[src/rtl/gpio_fsel_pkg.sv]
package gpio_fsel_pkg;

  localparam int unsigned FN_CODE_W = 3;

  typedef enum logic [FN_CODE_W-1:0] {
    FN_IN   = 3'd0,
    FN_OUT  = 3'd1,
    FN_ALT5 = 3'd2,
    FN_ALT4 = 3'd3,
    FN_ALT0 = 3'd4,
    FN_ALT1 = 3'd5,
    FN_ALT2 = 3'd6,
    FN_ALT3 = 3'd7
  } fn_code_e;

  // word indices (byte offset / 4)
  localparam int unsigned SET_WORD = 7;
  localparam int unsigned CLR_WORD = 10;
  localparam int unsigned LEV_WORD = 13;

  function automatic logic [FN_CODE_W-1:0] alt_index(input logic [FN_CODE_W-1:0] code);
    logic [FN_CODE_W-1:0] idx;
    case (code)
      FN_ALT0: idx = 3'd0;
      FN_ALT1: idx = 3'd1;
      FN_ALT2: idx = 3'd2;
      FN_ALT3: idx = 3'd3;
      FN_ALT4: idx = 3'd4;
      FN_ALT5: idx = 3'd5;
      default: idx = 3'd0;
    endcase
    return idx;
  endfunction

endpackage

[src/rtl/gpio_fn_store.sv]
module gpio_fn_store
  import gpio_fsel_pkg::*;
#(
  parameter int unsigned NUM_PINS = 54,
  parameter int unsigned DATA_W   = 32,
  parameter int unsigned PPF      = 10,
  parameter int unsigned WIDX_W   = 6
) (
  input  logic                          clk_i,
  input  logic                          rst_ni,
  input  logic                          wr_en_i,
  input  logic [WIDX_W-1:0]             widx_i,
  input  logic [DATA_W-1:0]             wr_data_i,
  output logic [DATA_W-1:0]             rd_data_o,
  output logic [NUM_PINS*FN_CODE_W-1:0] fn_o
);

  localparam int unsigned USED_W = PPF * FN_CODE_W;

  logic [FN_CODE_W-1:0] fn_q [NUM_PINS];

  for (genvar p = 0; p < NUM_PINS; p++) begin : g_pin
    localparam int unsigned W = p / PPF;
    localparam int unsigned S = (p % PPF) * FN_CODE_W;

    always_ff @(posedge clk_i or negedge rst_ni) begin
      if (!rst_ni) begin
        fn_q[p] <= FN_IN;
      end else if (wr_en_i && (widx_i == WIDX_W'(W))) begin
        fn_q[p] <= wr_data_i[S +: FN_CODE_W];
      end
    end

    assign fn_o[p*FN_CODE_W +: FN_CODE_W] = fn_q[p];
  end

  // fields that no pin maps to are simply never driven
  always_comb begin
    rd_data_o = '0;
    for (int p = 0; p < NUM_PINS; p++) begin
      if (widx_i == WIDX_W'(p / PPF)) begin
        rd_data_o[(p % PPF)*FN_CODE_W +: FN_CODE_W] = fn_q[p];
      end
    end
  end

  if (DATA_W > USED_W) begin : g_pad
    logic unused_pad_bits;
    assign unused_pad_bits = ^wr_data_i[DATA_W-1:USED_W];
  end

  // function state only moves on a function-word write
  a_r1_fn_hold: assert property (@(posedge clk_i) disable iff (!rst_ni)
    !wr_en_i |=> $stable(fn_o));

endmodule

[src/rtl/gpio_out_latch.sv]
module gpio_out_latch #(
  parameter int unsigned NUM_PINS = 54,
  parameter int unsigned DATA_W   = 32,
  parameter int unsigned WIDX_W   = 6,
  parameter int unsigned SET_BASE = 7,
  parameter int unsigned CLR_BASE = 10
) (
  input  logic                clk_i,
  input  logic                rst_ni,
  input  logic                we_i,
  input  logic [WIDX_W-1:0]   widx_i,
  input  logic [DATA_W-1:0]   wdata_i,
  output logic [NUM_PINS-1:0] latch_o
);

  logic [NUM_PINS-1:0] set_mask, clr_mask, latch_q;

  for (genvar p = 0; p < NUM_PINS; p++) begin : g_mask
    localparam int unsigned B = p / DATA_W;
    localparam int unsigned K = p % DATA_W;
    assign set_mask[p] = we_i && (widx_i == WIDX_W'(SET_BASE + B)) && wdata_i[K];
    assign clr_mask[p] = we_i && (widx_i == WIDX_W'(CLR_BASE + B)) && wdata_i[K];
  end

  always_ff @(posedge clk_i or negedge rst_ni) begin
    if (!rst_ni) begin
      latch_q <= '0;
    end else begin
      latch_q <= (latch_q | set_mask) & ~clr_mask;
    end
  end

  assign latch_o = latch_q;

  // every pin named in a set write is high afterwards
  a_r3_set_lands: assert property (@(posedge clk_i) disable iff (!rst_ni)
    (set_mask != '0) |=> ((latch_q & $past(set_mask)) == $past(set_mask)));

  // every pin named in a clear write is low afterwards
  a_r3_clr_lands: assert property (@(posedge clk_i) disable iff (!rst_ni)
    (clr_mask != '0) |=> ((latch_q & $past(clr_mask)) == '0));

  // pins not named keep their value
  a_r3_others_keep: assert property (@(posedge clk_i) disable iff (!rst_ni)
    1'b1 |=> ((latch_q & ~$past(set_mask | clr_mask)) ==
              ($past(latch_q) & ~$past(set_mask | clr_mask))));

endmodule

[src/rtl/gpio_level_sync.sv]
module gpio_level_sync #(
  parameter int unsigned NUM_PINS = 54,
  parameter int unsigned STAGES   = 2
) (
  input  logic                clk_i,
  input  logic                rst_ni,
  input  logic [NUM_PINS-1:0] level_i,
  output logic [NUM_PINS-1:0] level_o
);

  logic [NUM_PINS-1:0] stg_q [STAGES];

  always_ff @(posedge clk_i or negedge rst_ni) begin
    if (!rst_ni) stg_q[0] <= '0;
    else         stg_q[0] <= level_i;
  end

  for (genvar s = 1; s < STAGES; s++) begin : g_stage
    always_ff @(posedge clk_i or negedge rst_ni) begin
      if (!rst_ni) stg_q[s] <= '0;
      else         stg_q[s] <= stg_q[s-1];
    end
  end

  assign level_o = stg_q[STAGES-1];

  // edges seen since reset, saturating; only feeds the check below
  logic [1:0] warm_q;
  always_ff @(posedge clk_i or negedge rst_ni) begin
    if (!rst_ni)              warm_q <= 2'd0;
    else if (warm_q != 2'd2)  warm_q <= warm_q + 2'd1;
  end

  if (STAGES == 2) begin : g_chk
    // synchronized level equals the pad two edges earlier
    a_r5_two_edge_delay: assert property (@(posedge clk_i) disable iff (!rst_ni)
      (warm_q == 2'd2) |-> (level_o == $past(level_i, 2)));
  end

endmodule

[src/rtl/gpio_fsel_bank.sv]
module gpio_fsel_bank
  import gpio_fsel_pkg::*;
#(
  parameter int unsigned NUM_PINS       = 54,
  parameter int unsigned DATA_W         = 32,
  parameter int unsigned PINS_PER_FWORD = 10,
  parameter int unsigned ADDR_W         = 8,
  parameter int unsigned SYNC_STAGES    = 2
) (
  input  logic                          clk_i,
  input  logic                          rst_ni,
  input  logic [ADDR_W-1:0]             bus_addr_i,
  input  logic                          bus_we_i,
  input  logic [DATA_W-1:0]             bus_wdata_i,
  output logic [DATA_W-1:0]             bus_rdata_o,
  input  logic [NUM_PINS-1:0]           pin_level_i,
  output logic [NUM_PINS-1:0]           pin_oe_o,
  output logic [NUM_PINS-1:0]           pin_out_o,
  output logic [NUM_PINS-1:0]           pin_alt_en_o,
  output logic [NUM_PINS*FN_CODE_W-1:0] pin_alt_sel_o
);

  localparam int unsigned NUM_FWORDS = (NUM_PINS + PINS_PER_FWORD - 1) / PINS_PER_FWORD;
  localparam int unsigned NUM_BANKS  = (NUM_PINS + DATA_W - 1) / DATA_W;
  localparam int unsigned WIDX_W     = ADDR_W - 2;

  logic [WIDX_W-1:0]             widx;
  logic                          fsel_hit;
  logic [DATA_W-1:0]             fn_rd;
  logic [NUM_PINS*FN_CODE_W-1:0] fn_flat;
  logic [NUM_PINS-1:0]           lev_sync;
  logic [DATA_W-1:0]             lev_word [NUM_BANKS];
  logic                          unused_byte_sel;

  assign widx            = bus_addr_i[ADDR_W-1:2];
  assign unused_byte_sel = ^bus_addr_i[1:0];
  assign fsel_hit        = widx < WIDX_W'(NUM_FWORDS);

  gpio_fn_store #(
    .NUM_PINS (NUM_PINS),
    .DATA_W   (DATA_W),
    .PPF      (PINS_PER_FWORD),
    .WIDX_W   (WIDX_W)
  ) u_fn_store (
    .clk_i     (clk_i),
    .rst_ni    (rst_ni),
    .wr_en_i   (bus_we_i && fsel_hit),
    .widx_i    (widx),
    .wr_data_i (bus_wdata_i),
    .rd_data_o (fn_rd),
    .fn_o      (fn_flat)
  );

  gpio_out_latch #(
    .NUM_PINS (NUM_PINS),
    .DATA_W   (DATA_W),
    .WIDX_W   (WIDX_W),
    .SET_BASE (SET_WORD),
    .CLR_BASE (CLR_WORD)
  ) u_out_latch (
    .clk_i   (clk_i),
    .rst_ni  (rst_ni),
    .we_i    (bus_we_i),
    .widx_i  (widx),
    .wdata_i (bus_wdata_i),
    .latch_o (pin_out_o)
  );

  gpio_level_sync #(
    .NUM_PINS (NUM_PINS),
    .STAGES   (SYNC_STAGES)
  ) u_level_sync (
    .clk_i   (clk_i),
    .rst_ni  (rst_ni),
    .level_i (pin_level_i),
    .level_o (lev_sync)
  );

  for (genvar p = 0; p < NUM_PINS; p++) begin : g_dec
    logic [FN_CODE_W-1:0] code;
    assign code                                  = fn_flat[p*FN_CODE_W +: FN_CODE_W];
    assign pin_oe_o[p]                           = (code == FN_OUT);
    assign pin_alt_en_o[p]                       = code[2] | code[1];
    assign pin_alt_sel_o[p*FN_CODE_W +: FN_CODE_W] = alt_index(code);
  end

  for (genvar b = 0; b < NUM_BANKS; b++) begin : g_lev
    localparam int unsigned LO = b * DATA_W;
    localparam int unsigned N  = (NUM_PINS - LO < DATA_W) ? (NUM_PINS - LO) : DATA_W;
    if (N < DATA_W) begin : g_part
      assign lev_word[b] = {{(DATA_W-N){1'b0}}, lev_sync[LO +: N]};
    end else begin : g_full
      assign lev_word[b] = lev_sync[LO +: N];
    end
  end

  // set and clear words are write-only and fall through to zero
  always_comb begin
    bus_rdata_o = '0;
    if (fsel_hit) bus_rdata_o = fn_rd;
    for (int b = 0; b < NUM_BANKS; b++) begin
      if (widx == WIDX_W'(LEV_WORD + b)) bus_rdata_o = lev_word[b];
    end
  end

  // a pin is never both driven from its latch and handed to a peripheral
  a_r2_oe_alt_excl: assert property (@(posedge clk_i) disable iff (!rst_ni)
    (pin_oe_o & pin_alt_en_o) == '0);

  // pins not owned by a peripheral present alternate index zero
  a_r2_idle_sel_zero: assert property (@(posedge clk_i) disable iff (!rst_ni)
    (pin_alt_en_o == '0) |-> (pin_alt_sel_o == '0));

endmodule

[config.mk]
export PLATFORM = sky130hd
export DESIGN_NAME = gpio_fsel_bank
export DESIGN_NICKNAME = d
export VERILOG_FILES = /design/src/rtl/gpio_fsel_pkg.sv /design/src/rtl/gpio_fn_store.sv /design/src/rtl/gpio_out_latch.sv /design/src/rtl/gpio_level_sync.sv /design/src/rtl/gpio_fsel_bank.sv
export SDC_FILE = /design/constraint.sdc
export NUM_CORES = 1
export LEC_CHECK = 0
export BUFFER_PORTS_ARGS = -buffer_cell sky130_fd_sc_hd__buf_2
export CORE_ASPECT_RATIO = 1.75
export CORE_MARGIN = 2
export CORE_UTILIZATION = 30
export CTS_BUF_LIST = sky130_fd_sc_hd__clkbuf_16
export DETAILED_ROUTE_END_ITERATION = 6
export HOLD_SLACK_MARGIN = 0.1
export PLACE_DENSITY = 0.63
export SKIP_CTS_REPAIR_TIMING = 1
export SYNTH_ARGS = -nofsm -noshare
export SYNTH_HDL_FRONTEND = slang
export SYNTH_SLANG_ARGS = --single-unit
[constraint.sdc]
create_clock -name clk_i -period 1.9 [get_ports clk_i]
set_input_delay 0.095 -clock clk_i [delete_from_list [all_inputs] [get_ports clk_i]]
set_output_delay 0.095 -clock clk_i [all_outputs]
set_load 0.05 [all_outputs]
==> run_results.csv, run 1 <==
group,metric,value,unit
status,status,"finished with violations",
status,violations,"setup timing",
final_layout,final_cell_mix,"buf_2 (402), dfrtp_1 (304), buf_4 (149)",
power_and_ir_drop,ir_drop,796,uV
detailed_routing,ant_nets,0,
timing,maxSlewHeadroom,61.8,%
clock_network,cts_max_path_buffers,3,
logic_synthesis,syn_area_per_cell,11.5,um2
timing,fin_ws,-0.397,ns
grt,grt_usage,20.8,%
critical_path,startpoint,"u_fn_store.fn_o[12]",
floorplan,die_y,294,um
grt,grt_pass1_wl,77300,um
min_path,worstHoldPathType,"in2async",
timing,max_freq,0.435,GHz
floorplan,io-pin-count,453,
power_and_ir_drop,pwr_density_cell,985,mW/mm2
logic_synthesis,syn-num-nets,1354,
logic_synthesis,synth.yosys.warnings,0,
floorplan,start_util,30.3,%
grt,grt_max_degree,61,
floorplan,core,0.0476,mm2
detailed_routing,drt-initial-drc-count,654,
final_layout,layout.cells.non_filler,2544,
floorplan,dieArea,0.0500,mm2
clock_network,clock_insertion_delay_worst_skew,0.53,ns
final_layout,design_area,0.0213,mm2
place,dpl_cell_area,0.0185,mm2
final_layout,final_common_cell,"buf_2",
critical_path,cp-start-kind,"flip-flop",
clock_network,cts_made_buffers,34,
critical_path,required,1.80,ns
critical_path,worstPathArrival,2.20,ns
logic_synthesis,async_reset_ff_share,100,%
clock_network,cts_tree,"yes",
critical_path,critPathMaxStageDelay,0.48,ns
floorplan,fp.dieW,170,um
critical_path,crit_type,"reg2out",
logic_synthesis,ys.flop_type,"dfrtp_1",
critical_path,path_cells,"mux4_2 > a222oi_1 > o21ai_1 > buf_6",
timing,fin_skew,0.00895,ns
critical_path,critPathSlowestCell,"mux4_2",
job,cap_violations,0,
logic_synthesis,yosysSeqAreaShare,56.1,%
timing,maxSlewViolCount,0,
timing,tightest_slew,0.574,ns
logic_synthesis,synth_enable_flop_cells,0,
timing,hold_violations,0,
place,place_inst,2337,
timing,rsz0062_at_grt,"yes",
final_layout,final_util,44.7,%
timing,post-route-min-period,2.30,ns
grt,overflow,0,
final_layout,drive_above_1_share,51.2,%
clock_network,cts.sinks,324,
final_layout,num_antenna_cells,0,
floorplan,rows,106,
logic_synthesis,netlist_area,0.0144,mm2
detailed_routing,vias,12488,
grt,grt_pass1_vias,12170,
final_layout,fillers,4433,
power_and_ir_drop,p_leak,0.0111,uW
detailed_routing,firstDrtPassIters,5,
detailed_routing,drc,0,
detailed_routing,post_drt_wl_per_cell,21.4,um
detailed_routing,vias_per_cell,4.91,
clock_network,htree_levels,2,
critical_path,timing.rr.start,"u_fn_store.fn_o[62]",
place,hpwl,40600,um
place,gp_congestion,0.917,
critical_path,cp-end-kind,"output pin",
final_layout,area_growth_syn_to_layout,47.4,%
logic_synthesis,synth_seq_cells,324,
place,port_buffers,450,
timing,setup_viol,26,
logic_synthesis,synthDistinctLibCells,37,
clock_network,clk_pin_slew,0.07,ns
grt,antenna_found_initial,0,
clock_network,root_buffer,"clkbuf_16",
final_layout,nets,2021,
timing,min_period_over_period,121,%
detailed_routing,wl,54400,um
logic_synthesis,synth_cells,1257,
critical_path,path_max_fanout,2,
==> metal layers <==
metal | vias up | routed length (um) | GRT usage [%]
li1 | 5653 | - | -
met4 | 0 | 2390 | 9.46
met3 | 118 | 2150 | 2.27
met1 | 6257 | 20600 | 23.8
met2 | 460 | 29300 | 38.6
met5 | - | 0 | 0
==> state kept, by name, summed over array words and instances (netlist names) <==
signal	cells
u_out_latch.latch_o	54
u_fn_store.fn_o	162
u_level_sync.stg_q	54
u_level_sync.level_o	54
==> final timing paths <==
path                            slack [ns]  cells after the start                       end
worst max-delay path                 -0.40                      4           bus_rdata_o[12]
worst min-delay path                  0.11                      2       u_fn_store.fn_o[35]
worst max register to register        0.86                      3       u_fn_store.fn_o[62]
worst min register to register        0.35                      0  u_level_sync.level_o[18]
max in group asynchronous             1.02                      3   u_out_latch.latch_o[13]
min in group clk_i                    0.19                      2    u_level_sync.stg_q[62]
==> synthesized netlist by cell type (all sizes together), types with 10 or more instances <==
cell	n	area (um2)
nand2	83	312
dfrtp	324	8110
a21oi	129	646
mux4	13	293
or2	54	338
and2	58	363
nor2b	56	350
mux2i	17	170
mux2	177	2110
o21ai	70	350
buf	18	105
clkbuf	60	225
a221oi	10	87.6
a222oi	18	180
inv	54	203
nor2	74	285
==> critical path, delay by kind of cell, from the launching register on <==
family	cells	cell delay (ns)
mux	1	0.48
compound gates	2	0.62
flops	1	0.38
buf+inv	1	0.19
==> per-stage QoR <==
| step | hold WS [ns] | TNS (ns) | setup slack [ns] | power, uW |
|---|---|---|---|---|
| after floorplan | -0.201 | -0.847 | -0.212 | 12100 |
| after global placement | 0.0914 | -13.98 | -0.250 | 13800 |
| after detailed placement | 0.0935 | -21.99 | -0.263 | 13900 |
| after CTS | -0.491 | -9.41 | -0.551 | 20700 |
| after global routing | 0.130 | -6.47 | -0.463 | 21800 |
| final | 0.110 | -4.36 | -0.397 | 21000 |
==> area by class of cell <==
| type | instances | area (um2) | area share [%] |
|---|---|---|---|
| Clock buffer | 34 | 851 | 4.00 |
| Multi-Input combinational cell | 801 | 6070 | 28.5 |
| Clock inverter | 28 | 268 | 1.26 |
| Inverter | 54 | 203 | 0.952 |
| Timing Repair Buffer | 709 | 5030 | 23.6 |
| Tap cell | 594 | 743 | 3.49 |
| Sequential cell | 324 | 8130 | 38.2 |
==> kinds of logic after synthesis <==
kind of cell | share of synthesized area, %
AND/OR/NAND/NOR | 12.2
flip-flops | 56.1
AO/OA/AOI/OAI | 10.1
multiplexers | 17.8
buffers and inverters | 3.69
==> report_power, final <==
part	total, uW	switching, uW	internal (uW)
logic	6370	4490	1880
clock network	6700	2930	3760
registers	7910	409	7500
total	21000	7830	13200
(Power assumes the default switching activity.)
==> inputs of run 2 (changes only) <==
- CORE_AREA: not set -> 2 2 177 179
- CORE_ASPECT_RATIO: 1.75 -> not set
- CORE_MARGIN: 2 -> not set
- CORE_UTILIZATION: 30 -> not set
- DIE_AREA: not set -> 0 0 179 181
- PLACE_DENSITY: 0.63 -> 0.86
==> run_results.csv, run 2 (same netlist as run 1, synthesis figures left out) <==
group,metric,value,unit
critical_path,crit_type,"reg2out",
place,dpl_cell_area,0.0182,mm2
final_layout,num_antenna_cells,0,
grt,grt_pass1_vias,12600,
final_layout,final_common_cell,"buf_2",
final_layout,largest_reg_flops,162,
critical_path,critPathMaxStageDelay,0.48,ns
clock_network,cts_tree,"yes",
timing,max_freq,0.443,GHz
critical_path,path_cells,"mux4_2 > a22oi_2 > a21oi_1 > a221o_1 > buf_6",
place,hpwl,35400,um
timing,maxSlewViolCount,0,
power_and_ir_drop,ir_drop,886,uV
detailed_routing,post_drt_wl_per_cell,24.0,um
timing,tightest_slew,0.799,ns
floorplan,io-pin-count,453,
floorplan,core,0.0303,mm2
detailed_routing,vias_per_cell,5.83,
detailed_routing,drt-initial-drc-count,1344,
clock_network,cts_made_buffers,34,
timing,rsz0062_at_grt,"yes",
critical_path,path_max_fanout,6,
grt,grt_usage,29.8,%
detailed_routing,wl,55700,um
final_layout,multiInputGateArea,0.00614,mm2
clock_network,cts.sinks,324,
power_and_ir_drop,pwr_density_cell,989,mW/mm2
timing,hold_violations,0,
status,status,"finished with violations",
floorplan,dieArea,0.0324,mm2
detailed_routing,firstDrtPassIters,7,
power_and_ir_drop,p_leak,0.0110,uW
place,gp_congestion,0.894,
detailed_routing,ant_nets,0,
floorplan,die_y,181,um
critical_path,cp-start-kind,"flip-flop",
final_layout,drive_above_1_share,50.5,%
floorplan,start_util,47.6,%
clock_network,cts_max_path_buffers,3,
timing,fin_ws,-0.358,ns
place,port_buffers,450,
critical_path,required,1.80,ns
detailed_routing,drc,13,
final_layout,area.sequential,0.00813,mm2
clock_network,clk_pin_slew,0.06,ns
critical_path,worstPathArrival,2.16,ns
timing,min_period_over_period,119,%
timing,fin_skew,0.00949,ns
grt,grt_max_degree,78,
clock_network,clock_insertion_delay_worst_skew,0.51,ns
detailed_routing,vias,13539,
grt,overflow,0,
critical_path,cp-end-kind,"output pin",
final_layout,design_area,0.0209,mm2
critical_path,rrSetupSlack,0.94,ns
min_path,worstHoldPathType,"in2async",
job,cap_violations,0,
status,violations,"DRC, setup timing",
timing,setup_viol,30,
clock_network,htree_levels,2,
clock_network,root_buffer,"clkbuf_16",
timing,maxSlewHeadroom,46.5,%
grt,grt_pass1_wl,73300,um
final_layout,fillers,1977,
critical_path,critPathSlowestCell,"mux4_2",
final_layout,nets,2001,
final_layout,area_growth_syn_to_layout,45.0,%
grt,antenna_found_initial,0,
final_layout,final_util,69.0,%
timing,tns,-5.11,ns
timing,post-route-min-period,2.26,ns
floorplan,fp.dieW,179,um
floorplan,rows,64,
final_layout,final_cell_mix,"buf_2 (406), dfrtp_1 (310), mux2_2 (146)",
==> run 2: stage by stage <==
| step | power [uW] | hold slack, ns | cells | setup slack [ns] |
|---|---|---|---|---|
| finish | 20700 | 0.178 | 2324 | -0.358 |
| global route | 21400 | 0.209 | 2324 | -0.423 |
| CTS | 20100 | -0.405 | 2188 | -0.449 |
| detailed placement | 13900 | 0.144 | 2128 | -0.304 |
| global placement | 13700 | 0.134 | 2128 | -0.276 |
| floorplan | 12100 | -0.201 | 1257 | -0.212 |
==> run 2: report_power, final <==
| group | switching, uW | internal [uW] |
|---|---|---|
| sequential | 428 | 7500 |
| combinational | 4620 | 1830 |
| clock | 2780 | 3550 |
| total | 7820 | 12900 |
==> run 2: layout make-up <==
| class | instances | share of cell area, % |
|---|---|---|
| Timing Repair Buffer | 689 | 23.6 |
| Clock buffer | 34 | 4.06 |
| Multi-Input combinational cell | 801 | 29.3 |
| Tap cell | 396 | 2.37 |
| Sequential cell | 324 | 38.8 |
| Inverter | 54 | 0.968 |
| Clock inverter | 26 | 0.884 |
==> run 2: critical path: cells and delay by family, from the launching register on <==
kind	cells	cell delay (ns)
AO/OA/AOI/OAI	3	0.56
multiplexers	1	0.48
flip-flops	1	0.45
buffers and inverters	1	0.17
==> run 2: worst paths after layout <==
kind                                                  to                    start  depth (start not counted)
worst max register to register       u_fn_store.fn_o[44]      u_fn_store.fn_o[44]                          2
max in group asynchronous            u_fn_store.fn_o[68]                   rst_ni                          3
worst max-delay path                      bus_rdata_o[2]       u_fn_store.fn_o[2]                          5
min in group clk_i                  u_fn_store.fn_o[159]                 bus_we_i                          4
worst min register to register  u_level_sync.level_o[47]  u_level_sync.stg_q[101]                          0
worst min-delay path                 u_fn_store.fn_o[99]                   rst_ni                          2
==> run 2: routing by layer <==
metal	share of wire [%]	up-vias	global-route usage [%]	wire (um)
met4	6.2	0	14.0	3450
met1	36	6628	37.6	20000
met2	48	1018	49.1	26900
met5	0	-	0	0
li1	-	5625	-	-
met3	9.5	268	6.10	5300
